**src/rtl/mrl_pkg.sv**
```systemverilog
package mrl_pkg;

    typedef enum logic [3:0] {
        ERR_NONE    = 4'd0,
        ERR_HEADER  = 4'd1,
        ERR_OPCODE  = 4'd2,
        ERR_SOURCE  = 4'd3,
        ERR_COUNT   = 4'd4,
        ERR_TYPE    = 4'd5,
        ERR_ODD_REG = 4'd6,
        ERR_ALIGN   = 4'd7,
        ERR_WINDOW  = 4'd8
    } mrl_err_e;

    localparam logic [7:0] LOAD_OPCODE = 8'hAA;
    localparam logic [7:0] SRC_REGS    = 8'h00;

    localparam logic [7:0] TY_U64  = 8'h01;
    localparam logic [7:0] TY_I8   = 8'h02;
    localparam logic [7:0] TY_U8   = 8'h03;
    localparam logic [7:0] TY_I16  = 8'h04;
    localparam logic [7:0] TY_U16  = 8'h05;
    localparam logic [7:0] TY_I32  = 8'h08;
    localparam logic [7:0] TY_U32  = 8'h09;
    localparam logic [7:0] TY_FP32 = 8'h0A;

    typedef struct packed {
        logic     vld;
        logic     accept;
        mrl_err_e err;
    } mrl_state_t;

endpackage

```
**src/rtl/mrl_field_rules.sv**
```systemverilog
module mrl_field_rules #(
    parameter int CNT_W     = 8,
    parameter int MAX_ELEMS = 32
) (
    input  logic [7:0]       opcode,
    input  logic [7:0]       src_sel,
    input  logic [7:0]       type_code,
    input  logic [CNT_W-1:0] cnt0,
    input  logic [CNT_W-1:0] cnt1,
    output logic             opcode_ok,
    output logic             src_ok,
    output logic             count_ok,
    output logic             type_ok,
    output logic             is_u64,
    output logic [1:0]       size_log2
);
    import mrl_pkg::*;

    localparam int PROD_W = 2 * CNT_W;
    localparam logic [CNT_W-1:0]  CNT_MAX  = CNT_W'(MAX_ELEMS);
    localparam logic [PROD_W-1:0] PROD_MAX = PROD_W'(MAX_ELEMS);

    logic [PROD_W-1:0] prod;
    logic              cnt0_in, cnt1_in;

    always_comb begin
        opcode_ok = (opcode == LOAD_OPCODE);
        src_ok    = (src_sel == SRC_REGS);
        cnt0_in   = (cnt0 != '0) && (cnt0 <= CNT_MAX);
        cnt1_in   = (cnt1 != '0) && (cnt1 <= CNT_MAX);
        prod      = PROD_W'(cnt0) * PROD_W'(cnt1);
        count_ok  = cnt0_in && cnt1_in && (prod <= PROD_MAX);
    end

    always_comb begin
        type_ok   = 1'b1;
        size_log2 = 2'd0;
        unique case (type_code)
            TY_U8, TY_I8:           size_log2 = 2'd0;
            TY_U16, TY_I16:         size_log2 = 2'd1;
            TY_U32, TY_I32, TY_FP32: size_log2 = 2'd2;
            TY_U64:                 size_log2 = 2'd3;
            default: begin
                type_ok   = 1'b0;
                size_log2 = 2'd0;
            end
        endcase
        is_u64 = (type_code == TY_U64);
    end

endmodule

```
**src/rtl/mrl_pair_rule.sv**
```systemverilog
module mrl_pair_rule #(
    parameter int SLOTS = 32,
    parameter int REG_W = 8
) (
    input  logic [SLOTS*REG_W-1:0] slots,
    output logic                   odd_any
);
    logic [SLOTS-1:0]           lsb_vec;
    logic [SLOTS*(REG_W-1)-1:0] upper_vec;
    logic                       upper_unused;

    for (genvar k = 0; k < SLOTS; k++) begin : g_slot
        assign lsb_vec[k] = slots[k*REG_W];
        assign upper_vec[k*(REG_W-1) +: (REG_W-1)] = slots[k*REG_W+1 +: (REG_W-1)];
    end

    assign odd_any      = |lsb_vec;
    assign upper_unused = ^upper_vec;

endmodule

```
**src/rtl/mrl_span_rule.sv**
```systemverilog
module mrl_span_rule #(
    parameter int ADDR_W   = 64,
    parameter int STRIDE_W = 32,
    parameter int CNT_W    = 8,
    parameter int WIN_LSB  = 24
) (
    input  logic [ADDR_W-1:0]   base_addr,
    input  logic [STRIDE_W-1:0] stride0,
    input  logic [STRIDE_W-1:0] stride1,
    input  logic [CNT_W-1:0]    cnt0,
    input  logic [CNT_W-1:0]    cnt1,
    input  logic [1:0]          size_log2,
    output logic                aligned,
    output logic                same_window
);
    localparam int PAD_C = ADDR_W - CNT_W;
    localparam int PAD_S = ADDR_W - STRIDE_W;

    logic signed [ADDR_W-1:0] last0, last1, s0x, s1x, run0, run1;
    logic signed [ADDR_W-1:0] lo_el, hi_el, lo_b, hi_b;
    logic        [ADDR_W-1:0] min_addr, max_addr;

    always_comb begin
        last0 = $signed({{PAD_C{1'b0}}, cnt0}) - $signed(ADDR_W'(1));
        last1 = $signed({{PAD_C{1'b0}}, cnt1}) - $signed(ADDR_W'(1));
        s0x   = $signed({{PAD_S{stride0[STRIDE_W-1]}}, stride0});
        s1x   = $signed({{PAD_S{stride1[STRIDE_W-1]}}, stride1});
        run0  = last0 * s0x;
        run1  = last1 * s1x;
        lo_el = (run0[ADDR_W-1] ? run0 : '0) + (run1[ADDR_W-1] ? run1 : '0);
        hi_el = (run0[ADDR_W-1] ? '0 : run0) + (run1[ADDR_W-1] ? '0 : run1);
        lo_b  = lo_el <<< size_log2;
        hi_b  = hi_el <<< size_log2;
        min_addr    = base_addr + ADDR_W'(lo_b);
        max_addr    = base_addr + ADDR_W'(hi_b);
        same_window = (min_addr[ADDR_W-1:WIN_LSB] == max_addr[ADDR_W-1:WIN_LSB]);
    end

    always_comb begin
        unique case (size_log2)
            2'd0: aligned = 1'b1;
            2'd1: aligned = (base_addr[0] == 1'b0);
            2'd2: aligned = (base_addr[1:0] == 2'b00);
            default: aligned = (base_addr[2:0] == 3'b000);
        endcase
    end

endmodule

```
**src/rtl/mrl_accept_check.sv**
```systemverilog
module mrl_accept_check #(
    parameter int ADDR_W    = 64,
    parameter int STRIDE_W  = 32,
    parameter int CNT_W     = 8,
    parameter int SLOTS     = 32,
    parameter int REG_W     = 8,
    parameter int MAX_ELEMS = 32,
    parameter int WIN_LSB   = 24
) (
    input  logic                   clk,
    input  logic                   rst_n,
    input  logic                   in_valid,
    input  logic                   hdr_ok,
    input  logic [7:0]             opcode,
    input  logic [7:0]             src_sel,
    input  logic [7:0]             type_code,
    input  logic [CNT_W-1:0]       cnt0,
    input  logic [CNT_W-1:0]       cnt1,
    input  logic [ADDR_W-1:0]      base_addr,
    input  logic [STRIDE_W-1:0]    stride0,
    input  logic [STRIDE_W-1:0]    stride1,
    input  logic [SLOTS*REG_W-1:0] dst_regs,
    output logic                   out_valid,
    output logic                   accept,
    output logic [3:0]             err_code
);
    import mrl_pkg::*;

    logic       opcode_ok, src_ok, count_ok, type_ok, is_u64;
    logic [1:0] size_log2;
    logic       odd_any, aligned, same_window;

    mrl_state_t st_d, st_q;

    mrl_field_rules #(.CNT_W(CNT_W), .MAX_ELEMS(MAX_ELEMS)) u_fields (
        .opcode    (opcode),
        .src_sel   (src_sel),
        .type_code (type_code),
        .cnt0      (cnt0),
        .cnt1      (cnt1),
        .opcode_ok (opcode_ok),
        .src_ok    (src_ok),
        .count_ok  (count_ok),
        .type_ok   (type_ok),
        .is_u64    (is_u64),
        .size_log2 (size_log2)
    );

    mrl_pair_rule #(.SLOTS(SLOTS), .REG_W(REG_W)) u_pairs (
        .slots   (dst_regs),
        .odd_any (odd_any)
    );

    mrl_span_rule #(
        .ADDR_W(ADDR_W), .STRIDE_W(STRIDE_W), .CNT_W(CNT_W), .WIN_LSB(WIN_LSB)
    ) u_span (
        .base_addr   (base_addr),
        .stride0     (stride0),
        .stride1     (stride1),
        .cnt0        (cnt0),
        .cnt1        (cnt1),
        .size_log2   (size_log2),
        .aligned     (aligned),
        .same_window (same_window)
    );

    always_comb begin
        st_d     = st_q;
        st_d.vld = in_valid;
        if (in_valid) begin
            if (!hdr_ok)                 st_d.err = ERR_HEADER;
            else if (!opcode_ok)         st_d.err = ERR_OPCODE;
            else if (!src_ok)            st_d.err = ERR_SOURCE;
            else if (!count_ok)          st_d.err = ERR_COUNT;
            else if (!type_ok)           st_d.err = ERR_TYPE;
            else if (is_u64 && odd_any)  st_d.err = ERR_ODD_REG;
            else if (!aligned)           st_d.err = ERR_ALIGN;
            else if (!same_window)       st_d.err = ERR_WINDOW;
            else                         st_d.err = ERR_NONE;
            st_d.accept = (st_d.err == ERR_NONE);
        end
    end

    always_ff @(posedge clk or negedge rst_n) begin
        if (!rst_n) begin
            st_q <= '{vld: 1'b0, accept: 1'b0, err: ERR_NONE};
        end else begin
            st_q <= st_d;
        end
    end

    assign out_valid = st_q.vld;
    assign accept    = st_q.accept;
    assign err_code  = st_q.err;

    a_r10_strobe_latency: assert property (@(posedge clk) disable iff (!rst_n)
        in_valid |=> out_valid);

    a_r10_no_strobe_quiet: assert property (@(posedge clk) disable iff (!rst_n)
        !in_valid |=> !out_valid);

    a_r2_opcode_reject: assert property (@(posedge clk) disable iff (!rst_n)
        (in_valid && hdr_ok && opcode != 8'hAA) |=> (!accept && err_code == 4'd2));

    a_r4_zero_count: assert property (@(posedge clk) disable iff (!rst_n)
        (in_valid && (cnt0 == '0 || cnt1 == '0)) |=> !accept);

    a_r6_u64_odd_slot: assert property (@(posedge clk) disable iff (!rst_n)
        (in_valid && type_code == 8'h01 && dst_regs[0]) |=> !accept);

    a_r10_hold_idle: assert property (@(posedge clk) disable iff (!rst_n)
        !in_valid |=> ($stable(accept) && $stable(err_code)));

endmodule

```
**config.mk**
```make
export PLATFORM = sky130hd
export DESIGN_NAME = mrl_accept_check
export DESIGN_NICKNAME = d
export VERILOG_FILES = /design/src/rtl/mrl_pkg.sv /design/src/rtl/mrl_field_rules.sv /design/src/rtl/mrl_pair_rule.sv /design/src/rtl/mrl_span_rule.sv /design/src/rtl/mrl_accept_check.sv
export SDC_FILE = /design/constraint.sdc
export NUM_CORES = 2
export LEC_CHECK = 0
export ABC_AREA = 1
export BUFFER_PORTS_ARGS = -buffer_cell sky130_fd_sc_hd__buf_2
export CAP_MARGIN = 25
export CORE_UTILIZATION = 54
export DETAILED_ROUTE_END_ITERATION = 6
export PLACE_DENSITY_LB_ADDON = 0.1
export SYNTH_ARGS = -nofsm -noshare
export SYNTH_HDL_FRONTEND = slang
export SYNTH_SLANG_ARGS = --single-unit
```
**constraint.sdc**
```tcl
create_clock -name clk -period 0.9 [get_ports clk]
set_clock_uncertainty 0.15 [all_clocks]
set_input_delay 0.045 -clock clk [delete_from_list [all_inputs] [get_ports clk]]
set_output_delay 0.045 -clock clk [all_outputs]
set_load 0.05 [all_outputs]
```
==> results.cfg <==
[clocking]
cts_buffers = 3
clk_latency_ns = 0.23
clkTransAtPathRegs_ns = 0.03
cts_htree_levels = 1
postCtsHoldBufs = 1
cts_sinks = 6
clockBufferDepth = 2
cts_tree = done
clockRootBuffer = clkbuf_16

[routing]
drc = 0
dr.first_iter.drc_count = 3650
first_pass_iters = 6
routed_via_density = 5.49
routed_wl_mm = 150
wl_per_cell_um = 18.3
vias = 44928
ant_nets = 0

[grt]
grt_overflow = 0
grt_max_degree = 50
grt_antenna_before_repair = 10
grt_first_pass_wirelength_mm = 230
track_usage_pct = 41.6
grt_pass1_vias = 45098

[synth]
syn_area_um2 = 36800
netlist_instances = 5704
syn-num-nets = 7025
ys_seq_area_share_pct = 0.408
ys_warn_count = 0
syn_avg_cell_area_um2 = 6.45
ys_ff_latch = 6
synth_async_sr_flop_share_pct = 100
synth_cell_type_count = 63
ys.flop_type = dfrtp_1
synth-edff-count = 0

[critical_path]
arrival_ns = 11.00
worstReg2RegEnd = err_code[0]
worst-path-stages = 67
end_kind = flip-flop
critPathKind = primary input to flip-flop
r2r-start = err_code[0]
cpLargestDelayFamily = adder cells
cp_num_buf_inv = 12
slowest_stage = fa_1
crit_required_ns = 0.86
cp_max_fo = 16
rrSetupSlack_ns = -0.05
r2r_cells = 3
startpoint_type = primary input
critPathMaxStageDelay_ns = 0.56

[status]
failed_checks = hold timing, setup timing
status = complete, but fails checks

[timing]
finalCritPeriodShare_pct = 1230
fin_crit_ns = 11.04
setup_ws_ns = -10.14
setup_viol = 11
slew-limit-headroom_pct = 52.1
whs_ns = -0.0360
tightest_slew_ns = 0.713
final-max-slew-violation-count = 0
hold_viol_final = 1
rsz0062_at_grt = yes
max_freq_mhz = 90.5

[finish]
fillers = 5179
final_common_cell = buf_4
drive_gt1_share_pct = 29.8
final_nets = 8628
register_area_um2 = 150
multi_input_area_um2 = 34300
area_growth_syn_to_layout_pct = 42.3
layout_common_cells = buf_4 (1472), nand2_1 (1179), inv_1 (943)

[placement]
dpl.hpwl_mm = 128
place.gp.congestion = 1.07
portBuffers = 208

[die]
initial_core_util_pct = 54.7
die_area_um2 = 69200
core_region_area_um2 = 67300
die_x_um = 263
num_rows = 95
die_h_um = 263
io_pins = 434

[worst_hold_path]
holdPathEnd = out_valid
hold_depth = 2
worstHoldStart = in_valid
hp-class = primary input to flip-flop

[run]
drv_cap = 0
[cell families (layout without fill, tap and decap cells)]
family          Yosys count  after routing  share of synthesized area (%)
simple gates           2608           2608                           29.0
buf+inv                1106           2707                           11.4
fa+ha+maj               893            893                           40.6
compound gates          851            851                           12.8
xor+xnor                218            218                           5.19
mux                      22             22                          0.599
flops                     6              6                          0.408
other cells               0              4                              0
[worst reg2reg max path: stages (launching register included)]
cell and delay [ns]:
dfrtp_1 0.39, buf_4 0.14, nor2_1 0.08, a31oi_1 0.06
[synthesized netlist by cell type (19+ instances only)]
master	instances	share of area [%]
a21o_1	26	0.53
a21oi_1	379	5.2
a31oi_1	46	0.78
buf_1	29	0.30
clkbuf_1	84	0.86
fa_1	500	27
ha_1	393	13
inv_1	960	9.8
mux2i_1	22	0.60
nand2_1	1220	12
nand2_2	19	0.32
nand3_1	233	3.2
nand3b_1	20	0.41
nand4_1	38	0.65
nor2_1	942	9.6
nor3_1	47	0.64
nor4_1	30	0.51
o21ai_0	266	3.6
o21ai_1	20	0.27
o21bai_1	19	0.39
xnor2_1	99	2.4
xor2_1	119	2.8
[per-layer routing]
| metal | part of all wire, % | wire length (um) | GRT usage, % | vias up |
|---|---|---|---|---|
| met4 | 6.1 | 9090 | 19.1 | 8 |
| met5 | 0.033 | 49 | 0 | - |
| met1 | 40 | 59100 | 53.1 | 21078 |
| met3 | 9.0 | 13500 | 5.69 | 494 |
| met2 | 45 | 67800 | 69.8 | 2174 |
| li1 | - | - | - | 21174 |
[stage by stage]
stage,util (%),setup WS [ns],area (um^2),TNS [ns],std cells
floorplan,-,-8.90,37100,-28.02,5704
global placement,74.2,-10.57,49900,-33.41,8107
detailed placement,74.2,-10.72,49900,-33.83,8107
CTS,76.4,-9.62,51400,-31.37,8152
global route,77.8,-10.60,52300,-34.28,8180
finish,77.8,-10.14,52300,-32.48,8182
[flip-flops by register name, summed over array words and instances (netlist names)]
signal,count
accept,1
err_code,4
out_valid,1
[layout make-up]
type / count / share of cell area, %
flip-flops and latches: 6 / 0.287
well taps: 873 / 2.09
clock buffers: 3 / 0.143
inverters: 980 / 7.09
diodes: 4 / 0.0191
multi-input cells: 4592 / 65.6
repair buffers: 1724 / 24.8
[how the worst max path moves through the flow]
stage,from,to
2_1_floorplan,cnt1[2],err_code[3]
3_3_place_gp,cnt0[0],accept
3_5_place_dp,cnt0[0],err_code[3]
4_1_cts,cnt1[1],err_code[3]
5_1_grt,cnt1[2],accept
6_report,cnt1[2],err_code[3]
[repair_timing]
action	in CTS	in global routing
pin swaps	91	81
buffers inserted	39	23
gates resized for setup	251	186
gates cloned	2	3
setup endpoints to repair	11	11
endpoints found under the hold margin	7	1
Power is not shown: default switching activity piles up to over one toggle a cycle in this logic, so the estimate is an artifact.
